`src/rtl/blkxfer_pkg.sv`:
```
package blkxfer_pkg;

   // instruction field positions (decoded by this block)
   localparam int FLD_BEFORE = 24;
   localparam int FLD_UP     = 23;
   localparam int FLD_WBACK  = 21;
   localparam int FLD_LOAD   = 20;
   localparam int FLD_RN_LSB = 16;
   localparam int RN_W       = 4;

   typedef enum logic [1:0] {
      SQ_IDLE = 2'd0,
      SQ_MOVE = 2'd1,
      SQ_FIN  = 2'd2
   } sq_state_e;

endpackage

```
`src/rtl/blkxfer_popcount.sv`:
```
module blkxfer_popcount #(
   parameter int LIST_W = 16,
   parameter int CNT_W  = $clog2(LIST_W + 1),
   parameter int STYLE  = 1
) (
   input  logic [LIST_W-1:0] bits_i,
   output logic [CNT_W-1:0]  count_o
);

   if (STYLE != 0 && STYLE != 1) begin : g_bad_style
      $error("blkxfer_popcount: STYLE must be 0 or 1");
   end
   if (STYLE == 1 && (LIST_W % 4) != 0) begin : g_bad_chunk
      $error("blkxfer_popcount: chunked style needs LIST_W multiple of 4");
   end
   if (CNT_W < $clog2(LIST_W + 1)) begin : g_bad_cnt
      $error("blkxfer_popcount: CNT_W too narrow");
   end

   generate
      if (STYLE == 0) begin : g_serial
         always_comb begin
            count_o = '0;
            for (int i = 0; i < LIST_W; i++) begin
               count_o = count_o + CNT_W'(bits_i[i]);
            end
         end
      end else begin : g_chunk
         localparam int NCH = LIST_W / 4;
         logic [2:0] part [NCH];
         for (genvar c = 0; c < NCH; c++) begin : g_part
            assign part[c] = 3'(bits_i[4*c])   + 3'(bits_i[4*c+1])
                           + 3'(bits_i[4*c+2]) + 3'(bits_i[4*c+3]);
         end
         always_comb begin
            count_o = '0;
            for (int c = 0; c < NCH; c++) begin
               count_o = count_o + CNT_W'(part[c]);
            end
         end
      end
   endgenerate

endmodule

```
`src/rtl/blkxfer_lowest.sv`:
```
module blkxfer_lowest #(
   parameter int LIST_W = 16,
   parameter int IDX_W  = $clog2(LIST_W)
) (
   input  logic [LIST_W-1:0] mask_i,
   output logic [IDX_W-1:0]  idx_o,
   output logic [LIST_W-1:0] onehot_o
);

   if ((1 << IDX_W) < LIST_W) begin : g_bad_idx
      $error("blkxfer_lowest: IDX_W cannot number every list bit");
   end

   logic [LIST_W:0] seen;
   assign seen[0] = 1'b0;

   for (genvar i = 0; i < LIST_W; i++) begin : g_bit
      assign seen[i+1]   = seen[i] | mask_i[i];
      assign onehot_o[i] = mask_i[i] & ~seen[i];
   end

   always_comb begin
      idx_o = '0;
      for (int i = 0; i < LIST_W; i++) begin
         if (onehot_o[i]) idx_o = idx_o | IDX_W'(i);
      end
   end

endmodule

```
`src/rtl/blkxfer_addrgen.sv`:
```
module blkxfer_addrgen #(
   parameter int ADDR_W     = 32,
   parameter int CNT_W      = 5,
   parameter int WORD_BYTES = 4
) (
   input  logic [ADDR_W-1:0] base_i,
   input  logic [CNT_W-1:0]  count_i,
   input  logic              before_i,
   input  logic              up_i,
   output logic [ADDR_W-1:0] start_o,
   output logic [ADDR_W-1:0] final_o
);

   localparam int SH = $clog2(WORD_BYTES);
   localparam logic [ADDR_W-1:0] STEP = ADDR_W'(WORD_BYTES);

   if ((1 << SH) != WORD_BYTES) begin : g_bad_word
      $error("blkxfer_addrgen: WORD_BYTES must be a power of two");
   end

   logic [ADDR_W-1:0] span;
   assign span = ADDR_W'(count_i) << SH;

   // lowest address touched, for every mode
   always_comb begin
      unique case ({before_i, up_i})
         2'b01:   start_o = base_i;
         2'b11:   start_o = base_i + STEP;
         2'b10:   start_o = base_i - span;
         default: start_o = base_i - span + STEP;
      endcase
   end

   assign final_o = up_i ? (base_i + span) : (base_i - span);

endmodule

```
`src/rtl/blkxfer_seq.sv`:
```
module blkxfer_seq
   import blkxfer_pkg::*;
#(
   parameter int INSN_W     = 32,
   parameter int ADDR_W     = 32,
   parameter int DATA_W     = 32,
   parameter int LIST_W     = 16,
   parameter int WORD_BYTES = 4,
   parameter int POP_STYLE  = 1,
   localparam int IDX_W     = $clog2(LIST_W),
   localparam int CNT_W     = $clog2(LIST_W + 1)
) (
   input  logic              clk,
   input  logic              rst_n,
   input  logic              start_i,
   input  logic [INSN_W-1:0] insn_i,
   input  logic [ADDR_W-1:0] base_i,
   output logic              idle_o,
   output logic              bus_req_o,
   output logic              bus_we_o,
   output logic [ADDR_W-1:0] bus_addr_o,
   output logic [DATA_W-1:0] bus_wdata_o,
   input  logic              bus_ack_i,
   input  logic [DATA_W-1:0] bus_rdata_i,
   output logic [IDX_W-1:0]  xfer_idx_o,
   input  logic [DATA_W-1:0] reg_rdata_i,
   output logic              reg_we_o,
   output logic [IDX_W-1:0]  reg_widx_o,
   output logic [DATA_W-1:0] reg_wdata_o,
   output logic              done_o,
   output logic              wb_en_o,
   output logic [RN_W-1:0]   wb_idx_o,
   output logic [ADDR_W-1:0] wb_value_o
);

   localparam logic [ADDR_W-1:0] STEP = ADDR_W'(WORD_BYTES);

   // elaboration checks
   if (INSN_W <= FLD_BEFORE) begin : g_bad_insn
      $error("blkxfer_seq: INSN_W too narrow for the mode fields");
   end
   if (LIST_W < 2 || LIST_W > FLD_RN_LSB) begin : g_bad_list
      $error("blkxfer_seq: LIST_W must lie in 2..16");
   end
   if (ADDR_W < 8) begin : g_bad_addr
      $error("blkxfer_seq: ADDR_W too narrow");
   end

   // field decode
   logic              f_before, f_up, f_wback, f_load;
   logic [RN_W-1:0]   f_rn;
   logic [LIST_W-1:0] f_list;
   logic              insn_unused;

   assign f_before    = insn_i[FLD_BEFORE];
   assign f_up        = insn_i[FLD_UP];
   assign f_wback     = insn_i[FLD_WBACK];
   assign f_load      = insn_i[FLD_LOAD];
   assign f_rn        = insn_i[FLD_RN_LSB +: RN_W];
   assign f_list      = insn_i[LIST_W-1:0];
   assign insn_unused = ^insn_i;

   // count and address precompute
   logic [CNT_W-1:0]  sel_count;
   logic [ADDR_W-1:0] first_addr, end_base;

   blkxfer_popcount #(
      .LIST_W (LIST_W),
      .CNT_W  (CNT_W),
      .STYLE  (POP_STYLE)
   ) u_count (
      .bits_i  (f_list),
      .count_o (sel_count)
   );

   blkxfer_addrgen #(
      .ADDR_W     (ADDR_W),
      .CNT_W      (CNT_W),
      .WORD_BYTES (WORD_BYTES)
   ) u_addr (
      .base_i   (base_i),
      .count_i  (sel_count),
      .before_i (f_before),
      .up_i     (f_up),
      .start_o  (first_addr),
      .final_o  (end_base)
   );

   // state
   sq_state_e         state_q;
   logic [LIST_W-1:0] mask_q;
   logic [ADDR_W-1:0] addr_q;
   logic [ADDR_W-1:0] final_q;
   logic              load_q;
   logic              wben_q;
   logic [RN_W-1:0]   rn_q;

   // next register from the remaining mask
   logic [IDX_W-1:0]  cur_idx;
   logic [LIST_W-1:0] cur_hot;
   logic [LIST_W-1:0] mask_nxt;
   logic              beat;

   blkxfer_lowest #(
      .LIST_W (LIST_W),
      .IDX_W  (IDX_W)
   ) u_pick (
      .mask_i   (mask_q),
      .idx_o    (cur_idx),
      .onehot_o (cur_hot)
   );

   assign mask_nxt = mask_q & ~cur_hot;
   assign beat     = (state_q == SQ_MOVE) && bus_ack_i;

   always_ff @(posedge clk or negedge rst_n) begin
      if (!rst_n) begin
         state_q <= SQ_IDLE;
         mask_q  <= '0;
         addr_q  <= '0;
         final_q <= '0;
         load_q  <= 1'b0;
         wben_q  <= 1'b0;
         rn_q    <= '0;
      end else begin
         unique case (state_q)
            SQ_IDLE: begin
               if (start_i) begin
                  mask_q  <= f_list;
                  addr_q  <= first_addr;
                  final_q <= end_base;
                  load_q  <= f_load;
                  wben_q  <= f_wback;
                  rn_q    <= f_rn;
                  state_q <= (|f_list) ? SQ_MOVE : SQ_FIN;
               end
            end
            SQ_MOVE: begin
               if (bus_ack_i) begin
                  mask_q <= mask_nxt;
                  addr_q <= addr_q + STEP;
                  if (mask_nxt == '0) state_q <= SQ_FIN;
               end
            end
            SQ_FIN: begin
               state_q <= SQ_IDLE;
            end
            default: state_q <= SQ_IDLE;
         endcase
      end
   end

   // outputs
   assign idle_o      = (state_q == SQ_IDLE);
   assign bus_req_o   = (state_q == SQ_MOVE);
   assign bus_we_o    = bus_req_o && !load_q;
   assign bus_addr_o  = addr_q;
   assign bus_wdata_o = reg_rdata_i;
   assign xfer_idx_o  = cur_idx;

   assign reg_we_o    = beat && load_q;
   assign reg_widx_o  = cur_idx;
   assign reg_wdata_o = bus_rdata_i;

   assign done_o      = (state_q == SQ_FIN);
   assign wb_en_o     = done_o && wben_q;
   assign wb_idx_o    = rn_q;
   assign wb_value_o  = final_q;

endmodule

```
`config.mk`:
```
export PLATFORM = sky130hd
export DESIGN_NAME = blkxfer_seq
export DESIGN_NICKNAME = d
export VERILOG_FILES = /design/src/rtl/blkxfer_pkg.sv /design/src/rtl/blkxfer_popcount.sv /design/src/rtl/blkxfer_lowest.sv /design/src/rtl/blkxfer_addrgen.sv /design/src/rtl/blkxfer_seq.sv
export SDC_FILE = /design/constraint.sdc
export NUM_CORES = 1
export LEC_CHECK = 0
export BUFFER_PORTS_ARGS = -buffer_cell sky130_fd_sc_hd__buf_4
export CAP_MARGIN = 20
export CORE_MARGIN = 3
export CORE_UTILIZATION = 30
export DETAILED_ROUTE_END_ITERATION = 8
export PLACE_DENSITY_LB_ADDON = 0.12
export SETUP_SLACK_MARGIN = 0.2
export SLEW_MARGIN = 30
export SYNTH_ARGS = -nofsm -noshare
export SYNTH_HDL_FRONTEND = slang
export SYNTH_SLANG_ARGS = --single-unit
```
`constraint.sdc`:
```
create_clock -name clk -period 3.1 [get_ports clk]
set_input_delay 0.31 -clock clk [delete_from_list [all_inputs] [get_ports clk]]
set_output_delay 0.31 -clock clk [all_outputs]
set_load 0.03 [all_outputs]
```
==> results of run 1 <==
[Yosys cell counts (13+ instances only)]
cell type    n  area, um^2
clkbuf_1    68         255
nor4_1      17         106
buf_4       68         510
mux2i_1     13         130
nand2_1    132         495
and3_1      15        93.8
a31oi_1     16         100
ha_1        34         425
nand3_1     41         205
nor2_1      91         342
xnor2_1     50         438
nor3_1      33         165
nand4_1     15        93.8
a21oi_1     95         475
o21ai_0    106         531
o22ai_1     17         106
dfrtp_1     88        2200
or3_1       17         106
inv_1       65         244
or4_1       13        97.6
xor2_1      21         184
[cells by family (layout without fill, tap and decap cells)]
logic type,count (synthesis),in the layout,share of synthesized area (%)
AO/OA/AOI/OAI,337,337,22.9
XOR/XNOR,71,71,6.83
adder cells (fa/ha/maj),46,46,7.21
buffers and inverters,209,496,11.7
flip-flops,88,88,24.2
multiplexers,17,17,1.93
AND/OR/NAND/NOR,449,449,25.2
[sequential cells by signal (all words and copies together) (netlist names)]
signal	flops
load_q	1
wb_idx_o	4
mask_q	16
wb_value_o	32
wben_q	1
state_q	2
bus_addr_o	32
[worst min path at each step]
| stage | start | end | slack (ns) | depth (start not counted) |
|---|---|---|---|---|
| 2_1_floorplan | rst_n | bus_addr_o[0] | 0.01 | 0 |
| 3_3_place_gp | wben_q | wben_q | 0.45 | 2 |
| 3_5_place_dp | wben_q | wben_q | 0.46 | 2 |
| 4_1_cts | rst_n | wb_idx_o[3] | 0.11 | 1 |
| 5_1_grt | rst_n | bus_addr_o[1] | 0.007 | 1 |
| 6_report | rst_n | wb_idx_o[3] | -0.05 | 1 |
[routing by layer]
layer	wire length, um	vias up
met3	1900	37
met2	15700	267
met5	0	-
li1	-	4826
met1	17300	4690
met4	520	0
[critical path: stages]
cell and delay [ns]:
buf_8 0.09, inv_8 0.03, ha_4 0.25, inv_2 0.03, fa_1 0.42, inv_1 0.07
ha_2 0.19, inv_2 0.04, fa_1 0.51, fa_1 0.44, inv_2 0.08, ha_4 0.13
inv_2 0.04, fa_2 0.57, inv_2 0.05, ha_4 0.22, or2_4 0.25, a211oi_4 0.30
buf_4 0.18, nor4_2 0.05, or4b_4 0.49, a22o_1 0.26, or3_4 0.35, nor4_4 0.23
mux2_4 0.32, a32o_1 0.24
[timing repair]
item	CTS	global route
setup buffers	31	12
resized for setup	130	64
cloned	1	0
setup endpoints to repair	64	68
pin swaps	71	57
[where the power goes]
group	switching (mW)	internal, mW	total, mW
Clock	0.589	0.571	1.16
Sequential	0.552	1.68	2.23
Combinational	5.35	4.52	9.87
[final cells by class]
cell class	instances	area (um^2)
inverters	66	273
repair buffers	414	3350
multi-input cells	920	6920
clock inverters	7	68.8
well taps	390	488
fillers	2988	16300
clock buffers	9	225
flip-flops and latches	88	2200
[stage by stage]
| stage | hold WS [ns] | setup TNS, ns | util (%) |
|---|---|---|---|
| 2_1_floorplan | 0.0144 | -111.41 | - |
| 3_3_place_gp | 0.453 | -144.48 | 40.3 |
| 3_5_place_dp | 0.458 | -145.00 | 40.3 |
| 4_1_cts | 0.111 | -117.44 | 44.0 |
| 5_1_grt | 0.00681 | -128.22 | 45.4 |
| 6_report | -0.0487 | -117.28 | 45.4 |
==> results.json, run 1 <==
{
  "grt_start_max_net_pins": 66,
  "fin_worst_skew_ns": 0.0179,
  "finalNetCount": 1676,
  "relSlewSlack_pct": 56.5,
  "port_buffers": 141,
  "min_period_over_period_pct": 190,
  "cts_max_path_buffers": 2,
  "row_count": 63,
  "grtUsageMet2_pct": 32.8,
  "cts_hold_buf": 0,
  "worst-setup-path-type": "primary input to flip-flop",
  "syn-num-nets": 1394,
  "final-hold-violation-count": 63,
  "synthCells": 1217,
  "cts_buffers": 9,
  "vias": 9820,
  "place_ws_ns": -3.31,
  "routed_wl_mm": 35.4,
  "syn_area_um2": 9100,
  "worst_slew_pin_slew_ns": 0.645,
  "first_global_vias": 9769,
  "powerDensity_nw_per_um2": 980,
  "die_h_um": 180,
  "postRouteAntennaNets": 0,
  "layout_commonest_cell": "buf_4",
  "grt_use_met1_pct": 31.2,
  "synth_seq_cells": 88,
  "power_mw": 13.3,
  "grt_setup_unrepaired": "true",
  "ios": 278,
  "cp-startpoint": "insn_i[5]",
  "crit_required_ns": 3.34,
  "drive_gt1_share_pct": 41.2,
  "cts_root_buf": "clkbuf_16",
  "grt_pass1_wl_mm": 55.9,
  "overflow": 0,
  "mostFrequentLayoutCells": "buf_4, nand2_1, dfrtp_1",
  "clk_latency_ns": 0.37,
  "clkTransAtPathRegs_ns": 0.08,
  "synth.distinct_cells": 82,
  "synth-seq-area-share_pct": 24.2,
  "dr.pass1.iters": 5,
  "slew_viol_final": 0,
  "drt-initial-drc-count": 583,
  "r2r_cells": 10,
  "startpoint_type": "primary input",
  "fmax_mhz": 170,
  "htree_num_levels": 3,
  "post-route-cell-area_um2": 13500,
  "diodes": 0,
  "syn-mean-instance-area_um2": 7.48,
  "power_leakage_nw": 5.89,
  "placed_cell_area_um2": 12000,
  "start_util_pct": 30.5,
  "grt_busiest_layer": "met2",
  "grt_use_total_pct": 21.3,
  "setup-violations-final": 58,
  "synth_ff_type": "dfrtp_1",
  "hold_path.class": "primary input to asynchronous set/reset pin",
  "viasPerCell": 5.18,
  "worst_slack_ns": -2.78,
  "violations": "hold timing, setup timing",
  "use_met3_pct": 3.73,
  "reg2reg_from": "bus_addr_o[2]",
  "area_growth_pct": 48.7,
  "synthArstFlopShare_pct": 100,
  "place_hpwl_mm": 27.0,
  "cap_violations": 0,
  "ys.warnings.count": 0,
  "end_kind": "flip-flop",
  "fp.dieW_um": 180,
  "arrival_ns": 6.13,
  "synth_edf_count": 0,
  "worstSetupEndpoint": "bus_addr_o[31]",
  "place_inst": 1834,
  "status": "finished, violations left",
  "numClockSinks": 88,
  "path_max_fanout": 4,
  "wl_per_cell_um": 18.7,
  "fin_hold_ws_ns": -0.0487,
  "drc": 0,
  "post-route-min-period_ns": 5.88,
  "finalWeightedCongestion": 0.860,
  "coreArea_um2": 29800,
  "cts_tree": "built",
  "fin_cells": 1894,
  "rr_endpoint": "bus_addr_o[28]",
  "worst-r2r-setup-slack_ns": 0.35,
  "fp.dieArea_um2": 32500,
  "antenna_found_initial": 0,
  "ir_worst_vdd_v": 0.000633
}
(Power assumes the default switching activity.)
==> inputs of run 2 (changes only) <==
--- a/config.mk
+++ b/config.mk
@@ -11,6 +11,7 @@
 export CORE_UTILIZATION = 30
 export DETAILED_ROUTE_END_ITERATION = 8
 export PLACE_DENSITY_LB_ADDON = 0.12
+export RECOVER_POWER = 100
 export SETUP_SLACK_MARGIN = 0.2
 export SLEW_MARGIN = 30
 export SYNTH_ARGS = -nofsm -noshare
==> run 2 against run 1 <==
The run ends with capacitance limit, slew limit, setup timing left. Clock skew shrank 0.0011 ns. Largest cell class unchanged. Worst setup slack improved by 0.0076 ns. Clock power barely moved. Hold slack improved by 0.19 ns. Design area shrank 2.5%. Non-clock buffer count unchanged. Core utilization is 1.1 points lower. Critical path depth unchanged. Final cell count stayed put.
==> results.json, run 2 (same netlist as run 1, synthesis figures left out) <==
{
  "cp_num_buf_inv": 9,
  "fmax_mhz": 170,
  "drt-initial-drc-count": 580,
  "clk_latency_ns": 0.37,
  "final-hold-violation-count": 0,
  "cap_violations": 2,
  "min_period_over_period_pct": 190,
  "antenna_found_initial": 0,
  "fin_setup_tns_ns": -117.17,
  "start_util_pct": 30.5,
  "ir_worst_vdd_v": 0.000532,
  "dr.pass1.iters": 5,
  "wl_per_cell_um": 18.7,
  "clkTransAtPathRegs_ns": 0.08,
  "slew_viol_final": 95,
  "hold_path.class": "primary input to flip-flop",
  "layout_commonest_cell": "buf_4",
  "power_leakage_nw": 5.59,
  "cts_buffers": 9,
  "vias": 9799,
  "cp_top_family": "adder cells",
  "cp_slowest_stage_delay_ns": 0.56,
  "numClockSinks": 88,
  "cts_tree": "built",
  "crit_required_ns": 3.34,
  "worst_slew_pin_slew_ns": 1.75,
  "place_hpwl_mm": 27.0,
  "ios": 278,
  "overflow": 0,
  "grt_setup_unrepaired": "true",
  "fp.dieW_um": 180,
  "diodes": 0,
  "end_kind": "flip-flop",
  "cts_max_path_buffers": 2,
  "worst_slack_ns": -2.78,
  "violations": "capacitance limit, slew limit, setup timing",
  "postRouteAntennaNets": 0,
  "coreArea_um2": 29800,
  "die_h_um": 180,
  "fin_worst_skew_ns": 0.0168,
  "post-route-cell-area_um2": 13200,
  "arrival_ns": 6.12,
  "setup-violations-final": 58,
  "power_mw": 12.8,
  "viasPerCell": 5.17,
  "port_buffers": 141,
  "routed_wl_mm": 35.4,
  "place_ws_ns": -3.31,
  "first_global_vias": 9769,
  "path_max_fanout": 4,
  "relSlewSlack_pct": -16.7,
  "post-route-min-period_ns": 5.88,
  "area_growth_pct": 44.9,
  "htree_num_levels": 3,
  "placed_cell_area_um2": 12000,
  "status": "finished, violations left",
  "worst-setup-path-type": "primary input to flip-flop",
  "finalWeightedCongestion": 0.860,
  "powerDensity_nw_per_um2": 969,
  "grt_pass1_wl_mm": 55.9,
  "utilization_pct": 44.3,
  "fp.dieArea_um2": 32500,
  "crit_top_cell": "inv_2",
  "cts_root_buf": "clkbuf_16",
  "drive_gt1_share_pct": 35.6,
  "startpoint_type": "primary input",
  "grt_start_max_net_pins": 66,
  "mostFrequentLayoutCells": "buf_4, nand2_1, dfrtp_1",
  "cpMaxStageDelayCell": "fa_2",
  "drc": 0,
  "finalNetCount": 1676,
  "grt_use_total_pct": 21.3,
  "row_count": 63
}
-- run 2: changes by cell type in the layout (fill, tap and decap cells not counted), moves of 2 or more --
cell and delta:
nor3_1 +2, clkbuf_4 +2, buf_4 -84, clkbuf_1 +79
clkbuf_2 +4
-- run 2: power by group --
| group | internal (mW) | switching, mW | total [mW] |
|---|---|---|---|
| combinational | 4.10 | 5.32 | 9.42 |
| sequential | 1.68 | 0.531 | 2.21 |
| clock | 0.571 | 0.588 | 1.16 |
| total | 6.34 | 6.44 | 12.8 |
-- run 2: what timing repair did --
item / CTS / global route
pin swaps: 71 / 57
hold buffers: 0 / 0
resized for setup: 130 / 64
endpoints found under the setup margin: 64 / 68
buffers inserted: 31 / 12
cloned: 1 / 0
-- run 2: through the flow --
step / hold slack (ns) / cells
after floorplan: 0.0144 / 1217
after global placement: 0.453 / 1834
after detailed placement: 0.458 / 1834
after CTS: 0.111 / 1882
after global routing: 0.126 / 1894
final: 0.136 / 1894
-- run 2: worst paths after layout --
check / start / end / slack [ns] / cells past startpoint
max in group asynchronous: rst_n / wb_value_o[12] / 1.11 / 2
hold reg to reg: state_q[1] / state_q[1] / 0.47 / 1
min in group asynchronous: rst_n / wb_idx_o[3] / 0.41 / 1
hold / removal: insn_i[19] / wb_idx_o[3] / 0.14 / 3
setup / recovery: insn_i[5] / bus_addr_o[31] / -2.78 / 26
setup reg to reg: state_q[0] / mask_q[5] / 0.22 / 6
-- run 2: worst min-delay path, stage by stage --
cell     delay (ns)
buf_4          0.08
nand2_1        0.04
nand2_1        0.05
-- run 2: final cells by class --
type	count	area, um^2
inverter	66	273
fill	3065	16600
timing repair buffer	414	3040
multi-input combinational	920	6890
sequential	88	2200
clock buffer	9	225
tap	390	488
clock inverter	7	68.8
-- run 2: per-layer routing --
metal | vias to the layer above | wire length, um | track usage, %
li1 | 4832 | - | -
met3 | 39 | 1880 | 3.73
met2 | 284 | 15600 | 32.8
met4 | 0 | 545 | 5.19
met5 | - | 0 | 0
met1 | 4644 | 17400 | 31.2
